File: config.mk
export PLATFORM = sky130hd
export DESIGN_NAME = spi_cfg_seq
export DESIGN_NICKNAME = d
export VERILOG_FILES = /design/src/rtl/spi_cfg_pkg.sv /design/src/rtl/spi_cfg_timer.sv /design/src/rtl/spi_cfg_shifter.sv /design/src/rtl/spi_cfg_seq.sv
export SDC_FILE = /design/constraint.sdc
export NUM_CORES = 1
export LEC_CHECK = 0
export BUFFER_PORTS_ARGS = -buffer_cell sky130_fd_sc_hd__buf_4
export CAP_MARGIN = 15
export CELL_PAD_IN_SITES_DETAIL_PLACEMENT = 1
export CELL_PAD_IN_SITES_GLOBAL_PLACEMENT = 1
export CORE_UTILIZATION = 50
export DETAILED_ROUTE_END_ITERATION = 16
export PLACE_DENSITY_LB_ADDON = 0.05
export SYNTH_ARGS = -nofsm -noshare
export SYNTH_HDL_FRONTEND = slang
export SYNTH_HIERARCHICAL = 1
export SYNTH_SLANG_ARGS = --single-unit
File: constraint.sdc
create_clock -name clk -period 8.32 [get_ports clk]
set_clock_uncertainty 0.2 [all_clocks]
set_input_delay 2.496 -clock clk [delete_from_list [all_inputs] [get_ports clk]]
set_output_delay 2.496 -clock clk [all_outputs]
set_load 0.01 [all_outputs]
File: src/rtl/spi_cfg_pkg.sv
package spi_cfg_pkg;

  localparam int unsigned BYTE_W = 8;

  typedef enum logic [2:0] {
    ST_IDLE   = 3'd0,
    ST_LEAD   = 3'd1,
    ST_RST    = 3'd2,
    ST_SETUP  = 3'd3,
    ST_STREAM = 3'd4,
    ST_TRAIL  = 3'd5,
    ST_POLL   = 3'd6,
    ST_USER   = 3'd7
  } seq_state_t;

  // Largest of four interval lengths, sizes the shared interval timer.
  function automatic int unsigned max4(input int unsigned a, input int unsigned b,
                                       input int unsigned c, input int unsigned d);
    int unsigned m;
    m = a;
    if (b > m) m = b;
    if (c > m) m = c;
    if (d > m) m = d;
    return m;
  endfunction

  // Bits needed to hold values 0..v.
  function automatic int unsigned cnt_width(input int unsigned v);
    int unsigned w;
    w = $clog2(v + 1);
    return (w < 1) ? 1 : w;
  endfunction

  // System clock cycles one byte occupies on the wire.
  function automatic int unsigned byte_cycles(input int unsigned half_period);
    return 2 * half_period * BYTE_W;
  endfunction

endpackage

File: src/rtl/spi_cfg_timer.sv
module spi_cfg_timer #(
  parameter int unsigned W = 8
) (
  input  logic         clk,
  input  logic         rst_n,
  input  logic         load,
  input  logic [W-1:0] load_val,
  output logic         zero
);

  logic [W-1:0] cnt_q;

  always_ff @(posedge clk or negedge rst_n) begin
    if (!rst_n) begin
      cnt_q <= '0;
    end else if (load) begin
      cnt_q <= load_val;
    end else if (cnt_q != '0) begin
      cnt_q <= cnt_q - 1'b1;
    end
  end

  assign zero = (cnt_q == '0);

endmodule

File: src/rtl/spi_cfg_shifter.sv
module spi_cfg_shifter
  import spi_cfg_pkg::*;
#(
  parameter int unsigned CLK_DIV = 2
) (
  input  logic              clk,
  input  logic              rst_n,
  input  logic              load,
  input  logic [BYTE_W-1:0] din,
  output logic              busy,
  output logic              sclk,
  output logic              mosi
);

  localparam int unsigned DW = cnt_width(CLK_DIV);
  localparam int unsigned BW = cnt_width(BYTE_W - 1);
  localparam logic [DW-1:0] DIV_RELOAD = DW'(CLK_DIV - 1);
  localparam logic [BW-1:0] LAST_BIT   = BW'(BYTE_W - 1);

  logic [BYTE_W-1:0] sh_q;
  logic [DW-1:0]     div_q;
  logic [BW-1:0]     bit_q;
  logic              busy_q;
  logic              sclk_q;
  logic              mosi_q;

  // Mode 3: every bit starts with a falling edge that also presents the
  // new data; the rising edge half a period later is where it is sampled.
  always_ff @(posedge clk or negedge rst_n) begin
    if (!rst_n) begin
      sh_q   <= '0;
      div_q  <= '0;
      bit_q  <= '0;
      busy_q <= 1'b0;
      sclk_q <= 1'b1;
      mosi_q <= 1'b0;
    end else if (load && !busy_q) begin
      busy_q <= 1'b1;
      sh_q   <= din;
      sclk_q <= 1'b0;
      mosi_q <= din[BYTE_W-1];
      bit_q  <= '0;
      div_q  <= DIV_RELOAD;
    end else if (busy_q) begin
      if (div_q != '0) begin
        div_q <= div_q - 1'b1;
      end else if (!sclk_q) begin
        sclk_q <= 1'b1;
        div_q  <= DIV_RELOAD;
      end else if (bit_q == LAST_BIT) begin
        busy_q <= 1'b0;
      end else begin
        bit_q  <= bit_q + 1'b1;
        sclk_q <= 1'b0;
        mosi_q <= sh_q[BYTE_W-2];
        sh_q   <= {sh_q[BYTE_W-2:0], 1'b0};
        div_q  <= DIV_RELOAD;
      end
    end
  end

  assign busy = busy_q;
  assign sclk = sclk_q;
  assign mosi = mosi_q;

endmodule

File: src/rtl/spi_cfg_seq.sv
module spi_cfg_seq
  import spi_cfg_pkg::*;
#(
  parameter int unsigned CLK_DIV        = 2,
  parameter int unsigned RST_CYCLES     = 100,
  parameter int unsigned SETUP_CYCLES   = 3500,
  parameter int unsigned USER_CYCLES    = 3000,
  parameter int unsigned TIMEOUT_CYCLES = 100000,
  parameter int unsigned IDLE_BYTES     = 13
) (
  input  logic              clk,
  input  logic              rst_n,
  input  logic              start,
  input  logic              partial_req,
  input  logic              done_chk_en,
  input  logic [BYTE_W-1:0] s_data,
  input  logic              s_valid,
  input  logic              s_last,
  output logic              s_ready,
  output logic              sclk,
  output logic              mosi,
  output logic              cs_n,
  output logic              cfg_rst_n,
  input  logic              cdone,
  output logic              busy,
  output logic              done,
  output logic              error,
  output logic              timeout,
  output logic              operating
);

  localparam int unsigned TW  = cnt_width(max4(RST_CYCLES, SETUP_CYCLES,
                                               USER_CYCLES, TIMEOUT_CYCLES));
  localparam int unsigned IBW = cnt_width(IDLE_BYTES);
  localparam logic [TW-1:0]  RST_LD   = TW'(RST_CYCLES - 1);
  localparam logic [TW-1:0]  SETUP_LD = TW'(SETUP_CYCLES - 1);
  localparam logic [TW-1:0]  USER_LD  = TW'(USER_CYCLES - 1);
  localparam logic [TW-1:0]  TMO_LD   = TW'(TIMEOUT_CYCLES - 1);
  localparam logic [IBW-1:0] IDLE_LD  = IBW'(IDLE_BYTES);

  seq_state_t state_q, state_n;

  logic              last_seen_q;
  logic              use_done_q;
  logic [IBW-1:0]    trail_left_q;
  logic              done_q, err_q, tmo_q;
  logic [1:0]        cd_sync_q;
  logic              cdone_s;

  logic              tmr_load;
  logic [TW-1:0]     tmr_val;
  logic              tmr_zero;
  logic              sh_load;
  logic [BYTE_W-1:0] sh_byte;
  logic              sh_busy;

  // Named internal events
  logic seq_launch;
  logic seq_reject;
  logic byte_take;
  logic poll_expire;
  logic user_finish;
  logic trail_entry;

  always_ff @(posedge clk or negedge rst_n) begin
    if (!rst_n) cd_sync_q <= 2'b00;
    else        cd_sync_q <= {cd_sync_q[0], cdone};
  end
  assign cdone_s = cd_sync_q[1];

  assign s_ready     = (state_q == ST_STREAM) && !sh_busy && !last_seen_q;
  assign byte_take   = s_valid && s_ready;
  assign seq_launch  = (state_q == ST_IDLE) && start && !partial_req;
  assign seq_reject  = (state_q == ST_IDLE) && start && partial_req;
  assign poll_expire = (state_q == ST_POLL) && !cdone_s && tmr_zero;
  assign user_finish = (state_q == ST_USER) && tmr_zero;
  assign trail_entry = (state_q == ST_STREAM) && !byte_take && last_seen_q && !sh_busy;

  always_comb begin
    state_n  = state_q;
    tmr_load = 1'b0;
    tmr_val  = '0;
    sh_load  = 1'b0;
    sh_byte  = '0;
    unique case (state_q)
      ST_IDLE: begin
        if (seq_launch) state_n = ST_LEAD;
      end
      ST_LEAD: begin
        state_n  = ST_RST;
        tmr_load = 1'b1;
        tmr_val  = RST_LD;
      end
      ST_RST: begin
        if (tmr_zero) begin
          state_n  = ST_SETUP;
          tmr_load = 1'b1;
          tmr_val  = SETUP_LD;
        end
      end
      ST_SETUP: begin
        if (tmr_zero) state_n = ST_STREAM;
      end
      ST_STREAM: begin
        if (byte_take) begin
          sh_load = 1'b1;
          sh_byte = s_data;
        end else if (trail_entry) begin
          state_n = ST_TRAIL;
        end
      end
      ST_TRAIL: begin
        if (!sh_busy) begin
          if (trail_left_q != '0) begin
            sh_load = 1'b1;
          end else if (use_done_q) begin
            state_n  = ST_POLL;
            tmr_load = 1'b1;
            tmr_val  = TMO_LD;
          end else begin
            state_n  = ST_USER;
            tmr_load = 1'b1;
            tmr_val  = USER_LD;
          end
        end
      end
      ST_POLL: begin
        if (cdone_s) begin
          state_n  = ST_USER;
          tmr_load = 1'b1;
          tmr_val  = USER_LD;
        end else if (tmr_zero) begin
          state_n = ST_IDLE;
        end
      end
      ST_USER: begin
        if (tmr_zero) state_n = ST_IDLE;
      end
      default: state_n = ST_IDLE;
    endcase
  end

  always_ff @(posedge clk or negedge rst_n) begin
    if (!rst_n) begin
      state_q      <= ST_IDLE;
      last_seen_q  <= 1'b0;
      use_done_q   <= 1'b0;
      trail_left_q <= '0;
      done_q       <= 1'b0;
      err_q        <= 1'b0;
      tmo_q        <= 1'b0;
    end else begin
      state_q <= state_n;
      if (seq_reject) begin
        err_q  <= 1'b1;
        done_q <= 1'b0;
        tmo_q  <= 1'b0;
      end
      if (seq_launch) begin
        err_q       <= 1'b0;
        done_q      <= 1'b0;
        tmo_q       <= 1'b0;
        use_done_q  <= done_chk_en;
        last_seen_q <= 1'b0;
      end
      if (byte_take && s_last) last_seen_q <= 1'b1;
      if (trail_entry) trail_left_q <= IDLE_LD;
      if ((state_q == ST_TRAIL) && sh_load) trail_left_q <= trail_left_q - 1'b1;
      if (poll_expire) begin
        tmo_q <= 1'b1;
        err_q <= 1'b1;
      end
      if (user_finish) done_q <= 1'b1;
    end
  end

  spi_cfg_timer #(.W(TW)) tmr_i (
    .clk      (clk),
    .rst_n    (rst_n),
    .load     (tmr_load),
    .load_val (tmr_val),
    .zero     (tmr_zero)
  );

  spi_cfg_shifter #(.CLK_DIV(CLK_DIV)) shf_i (
    .clk   (clk),
    .rst_n (rst_n),
    .load  (sh_load),
    .din   (sh_byte),
    .busy  (sh_busy),
    .sclk  (sclk),
    .mosi  (mosi)
  );

  assign cs_n      = !((state_q == ST_LEAD) || (state_q == ST_RST) || (state_q == ST_SETUP) ||
                       (state_q == ST_STREAM) || (state_q == ST_TRAIL));
  assign cfg_rst_n = (state_q != ST_RST);
  assign busy      = (state_q != ST_IDLE);
  assign done      = done_q;
  assign error     = err_q;
  assign timeout   = tmo_q;
  assign operating = cdone_s && (state_q == ST_IDLE);

endmodule

* Word level (Yosys, flattened, before mapping) *
Index checks and enable logic that the tools add are counted.

cells by class
  add/sub/neg operators = 4
  $mul = 0
  div/mod/pow operators = 0
  magnitude comparators = 0
  equal/unequal tests = 19
  shift operators = 0
  multiplexer cells = 71
  bitwise gates (word level) = 0
  reduce and logical (&&, ||, !) cells = 43

operator list
  operator               count
  $mux 17                5
  $pmux 17 s4            1
  $mux 3                 14
  $mux 7                 5
  $mux 1                 32
  $mux 12                2
  $pmux 3 s8             1
  $logic_not 17->1       1
  $reduce_bool 17->1     1
  $sub 17x1->17 const B  1
  $logic_and 1x1->1      16
  $mux 8                 2
  $eq 3x3->1 const B     5
  $ne 2x2->1 const B     7
  $reduce_bool 2->1      6
  $mux 2                 5
  $reduce_bool 3->1      3
  $mux 4                 2
  $reduce_and 7->1       1
  $eq 3x2->1 const B     2
  $logic_not 1->1        6
  $logic_or 1x1->1       4
  $ne 2x1->1 const B     2
  $ne 4x4->1 const B     1
  other kinds (11)       12

storage, ports and cells
  flip-flop bits (word level) = 46
  bits in latches = 0
  memory bits (writable) = 0
  bits in read-only memories = 0
  input bits = 16
  memories = 0

* Depth between registers and ports, before layout *
  depth in word-level cells = 11
  mapped depth = 15
  depth with buffers taken out = 12

* Modules after synthesis *
The synthesis kept the hierarchy.

by module, submodules not included
  module           times used  cells an instance  area each (sq um)
  spi_cfg_seq      1           125                1,076.0
  spi_cfg_timer    1           116                1,054.8
  spi_cfg_shifter  1           61                 738.2

* Worst setup path before layout *
No wires, ideal clock.

  kind = input-to-reg
  start point = in s_valid
  end point = reg shf_i.mosi_q, in the netlist shf_i/mosi
  data arrival time = 3,669 ps
  required time = 7,997 ps
  setup slack = 4,329 ps
  cell stages on the path = 7
  cells stage by stage = clkbuf_1 and2_1 o21bai_1 nand2b_2 clkbuf_8 or2_2 o221a_1

on the way
  word-level cells in the longest chain between the ends = 6
  elaborated cells on any way between the ends = 12
  those cells by class = eq/ne (2); mux (5); reduce/logical (5)

ends and longest elaborated chain
  what                                                              RTL line               text
  start: declaration                                                spi_cfg_seq.sv:17      input logic s_valid,
  $logic_and 1x1->1 (*)                                             spi_cfg_seq.sv:72      assign byte_take = s_valid && s_ready;
  $mux 1 (*)                                                        spi_cfg_seq.sv:105     if (byte_take) begin
  $pmux 1 s2 (*)                                                    spi_cfg_seq.sv:85      unique case (state_q)
  named net sh_load                                                 spi_cfg_seq.sv:53      logic sh_load;
  $logic_and 1x1->1 (*)                                             spi_cfg_shifter.sv:37  end else if (load && !busy_q) begin
  $ne 2x1->1 (no source line) or $reduce_bool 2->1 (tied branches)  n/a
  $reduce_and 4->1 (no source line)                                 n/a
  end signal: assignment                                            spi_cfg_shifter.sv:41  mosi_q <= din[BYTE_W-1];
  end signal: assignment                                            spi_cfg_shifter.sv:55  mosi_q <= sh_q[BYTE_W-2];
  end: declaration                                                  spi_cfg_shifter.sv:25  logic mosi_q;

The timed path passes the listed nets; every way through them passes the cells marked *.
A chain may end at the register's enable or synchronous reset.

* Final worst setup path *
  start point = reg state_q[1]
  end point = out s_ready

on the way
  word-level cells in the longest chain between the ends = 3

ends and longest elaborated chain
  what                             RTL line            text
  start: declaration               spi_cfg_seq.sv:41   seq_state_t state_q, state_n;
  start signal: assignment         spi_cfg_seq.sv:153  state_q <= state_n;
  $eq 3x3->1                       spi_cfg_seq.sv:71   assign s_ready = (state_q == ST_STREAM) && !sh_busy && !last_seen_q;
  $logic_and 1x1->1 (2 in series)  spi_cfg_seq.sv:71
  end: declaration                 spi_cfg_seq.sv:19   output logic s_ready,

No other way between the ends.

==> load_flow_metrics.sql <==
INSERT INTO impl_metrics (metric_group, metric, value, unit) VALUES
('sta', 'grt_setup_unrepaired', 'no', ''),
('yosys', 'async_set_or_reset_flop_fraction_in_the_synthesized_netlist', '1.000', ''),
('placement', 'placement.io_buffers', '25', ''),
('min_path', 'hold_path_startpoint', 'cd_sync_q[0]$_DFF_PN0_', ''),
('power_and_ir_drop', 'standby_leakage_power', '1.316', 'nW'),
('clocking', 'post-cts-setup-buffers', '0', ''),
('sta', 'final-setup-viol-count', '0', ''),
('grt', 'grt_pass1_wl', '11980', 'um'),
('critical_path', 'crit_chain', 'inv_1 > ha_1 > nor4bb_1 > buf_4 > buf_4', ''),
('final_layout', 'fillers', '641', ''),
('final_layout', 'finish.net_count', '343', ''),
('final_layout', 'relative_area_change_from_synthesis_to_final_layout', '9.900', '%'),
('sta', 'finalCritPeriodShare', '0.5499', ''),
('floorplanning', 'rows', '27', ''),
('floorplanning', 'area_enclosed_by_the_die_boundary', '6045', 'um2'),
('sta', 'fin_ws', '3.745', 'ns'),
('power_and_ir_drop', 'p_per_area', '356.9', 'nW/um2'),
('drt', 'vias', '2292', ''),
('final_layout', 'antenna_cells_inserted', '0', ''),
('sta', 'max-slew-margin-rel', '0.6037', ''),
('floorplanning', 'initial_utilization', '0.5210', ''),
('drt', 'antenna_violating_nets_post_route', '0', ''),
('sta', 'setup-tns-final', '0', 'ns'),
('floorplanning', 'die_y', '77.75', 'um'),
('clocking', 'clock-root-buffer', 'sky130_fd_sc_hd__clkbuf_8', ''),
('critical_path', 'r2r_setup_slack', '4.03', 'ns'),
('yosys', 'yosys_register_bits', '46', ''),
('clocking', 'cts-hold-fix-buffers', '0', ''),
('placement', 'gp_routability_congestion', '0.8015', ''),
('placement', 'dp_worst_setup_slack', '4.072', 'ns'),
('floorplanning', 'count_of_pins_on_the_block_boundary', '26', ''),
('status', 'status', 'finished clean', ''),
('critical_path', 'timing.critical_path.slowest_stage_cell', 'sky130_fd_sc_hd__dfrtp_1', ''),
('min_path', 'timing.hold.worst.class', 'register to register', ''),
('yosys', 'synthesis.instances', '302', ''),
('drt', 'route.final.wire_length', '6739', 'um'),
('yosys', 'yosys_warnings', '6', ''),
('critical_path', 'setup.worst_path.end', 's_ready', ''),
('drt', 'route.detailed.drc', '0', ''),
('yosys', 'netlist_area', '2869', 'um2'),
('critical_path', 'timing.critical_path.from_type', 'register', ''),
('power_and_ir_drop', 'irDropWorstVdd', '187.9', 'uV'),
('critical_path', 'worstSetupEndpointType', 'output port', ''),
('critical_path', 'critical_path.max_stage_delay', '0.42', 'ns'),
('job', 'number_of_violations_of_the_max_capacitance_limit', '0', ''),
('grt', 'final_global_route_overflow_total', '0', ''),
('final_layout', 'layout-drive-gt1-share', '0.1875', ''),
('yosys', 'yosys-top-cells-area', 'sky130_fd_sc_hd__dfrtp_1 (39%), sky130_fd_sc_hd__ha_1 (3.5%), sky130_fd_sc_hd__o31ai_1 (2.9%)', ''),
('critical_path', 'cp_max_fo', '11', ''),
('clocking', 'clock_insertion_delay_worst_skew', '0.30', 'ns'),
('drt', 'first_pass_iters', '4', ''),
('yosys', 'synth_area_per_cell', '9.500', 'um2'),
('placement', 'dpl.hpwl', '4888', 'um'),
('floorplanning', 'core_region_area', '5507', 'um2'),
('yosys', 'ys_types', '71', ''),
('grt', 'globalRouteTotalUtil', '0.2530', ''),
('clocking', 'worst_setup_hold_path_clk_slew', '0.09', 'ns'),
('critical_path', 'worstSetupPathType', 'register to output port', ''),
('final_layout', 'finish.cell_count_without_fillers', '392', ''),
('clocking', 'cts_buffers', '5', ''),
('yosys', 'yosys-top-cells-count', 'sky130_fd_sc_hd__dfrtp_1 (45), sky130_fd_sc_hd__nand2_1 (21), sky130_fd_sc_hd__nor2_1 (16)', ''),
('yosys', 'netlist.area_leader.share', '0.3925', ''),
('clocking', 'cts_tree', 'yes', ''),
('yosys', 'yosysMostFrequentCell', 'sky130_fd_sc_hd__dfrtp_1', ''),
('critical_path', 'crit_path_start', 'state_q[1]$_DFFE_PN0P_', ''),
('grt', 'grt_antenna_before_repair', '0', ''),
('grt', 'grt_max_degree', '47', ''),
('drt', 'vias_per_cell', '5.847', ''),
('sta', 'tightestPinTransition', '0.5945', 'ns'),
('critical_path', 'worst-r2r-cell-count', '12', ''),
('drt', 'route.detailed.wl_per_inst', '17.19', 'um');
[cell families after synthesis]
logic type | Yosys count | share of synthesized area
adder cells (fa/ha/maj) | 8 | 0.03489
flip-flops | 46 | 0.4017
XOR/XNOR | 11 | 0.03358
AND/OR/NAND/NOR | 116 | 0.2355
other | 1 | 0.001307
multiplexers | 3 | 0.01265
buffers and inverters | 33 | 0.06193
AO/OA/AOI/OAI | 84 | 0.2185
[placed cells by master, fill, tap and decap left out, drive strengths merged, types with 5 or more instances in the layout]
cell and count:
nand2b 11, or2 10, buf 26, nand2 21
xnor2 8, nor3 8, and3 10, o211ai 5
a21oi 14, clkbuf 5, inv 15, dfrtp 45
nor4 9, nor2 17, ha 8, o31ai 11
o221a 8, o21ai 16, or3 5
[per-layer routing]
metal / up-vias / global-route usage / share of wire / routed length, um
met1: 1136 / 0.3553 / 0.49 / 3325
met3: 5 / 0.04235 / 0.012 / 81
li1: 1133 / - / - / -
met5: - / 0 / 0 / 0
met4: 0 / 0.06604 / 0.010 / 68
met2: 18 / 0.4044 / 0.48 / 3264
[final cells by class]
class | count | area (um2) | area share
timing repair buffer | 26 | 195.2 | 0.06190
multi-input combinational | 225 | 1546 | 0.4905
tap | 72 | 90.09 | 0.02857
clock inverter | 3 | 43.79 | 0.01389
inverter | 15 | 56.30 | 0.01786
sequential | 46 | 1152 | 0.3655
clock buffer | 5 | 68.82 | 0.02183
[power by group]
part / switching, mW / internal, mW
combinational: 0.281 / 0.247
sequential: 0.108 / 0.321
clock: 0.0786 / 0.0901
[state kept, by name, summed over array words and instances (netlist names)]
register and cells:
use_done_q 1, shf_i/busy 1, state_q 3, shf_i/sh_q 7
cd_sync_q 2, shf_i/sclk 1, trail_left_q 4, error 1
last_seen_q 1, timeout 1, shf_i/div_q 2, done 1
shf_i/mosi 1, shf_i/bit_q 3, tmr_i/cnt_q 17
[critical path, delay by kind of cell (launching register included)]
family                     cells  cell delay, ns
adders and majority gates      1            0.37
DFF                            1            0.42
buffers and inverters          3            0.45
and+or+nand+nor                1            0.34
[per-stage QoR]
stage | power (mW) | hold WS, ns | util | instance area (um2)
after CTS | 1.133 | 0.1592 | 0.5726 | 3153
final | 1.125 | 0.1546 | 0.5726 | 3153
after detailed placement | 0.9559 | 0.1381 | 0.5521 | 3040
after floorplan | 0.8221 | 0.1312 | - | 2877
after global routing | 1.224 | 0.1603 | 0.5726 | 3153
after global placement | 0.9307 | 0.1344 | 0.5521 | 3040
[worst min-delay path by stage]
| stage | cells past startpoint | endpoint |
|---|---|---|
| 2_1_floorplan | 0 | cd_sync_q[1]$_DFF_PN0_ |
| 3_3_place_gp | 0 | cd_sync_q[1]$_DFF_PN0_ |
| 3_5_place_dp | 0 | cd_sync_q[1]$_DFF_PN0_ |
| 4_1_cts | 0 | cd_sync_q[1]$_DFF_PN0_ |
| 5_1_grt | 0 | cd_sync_q[1]$_DFF_PN0_ |
| 6_report | 0 | cd_sync_q[1]$_DFF_PN0_ |
(Power assumes the default switching activity.)
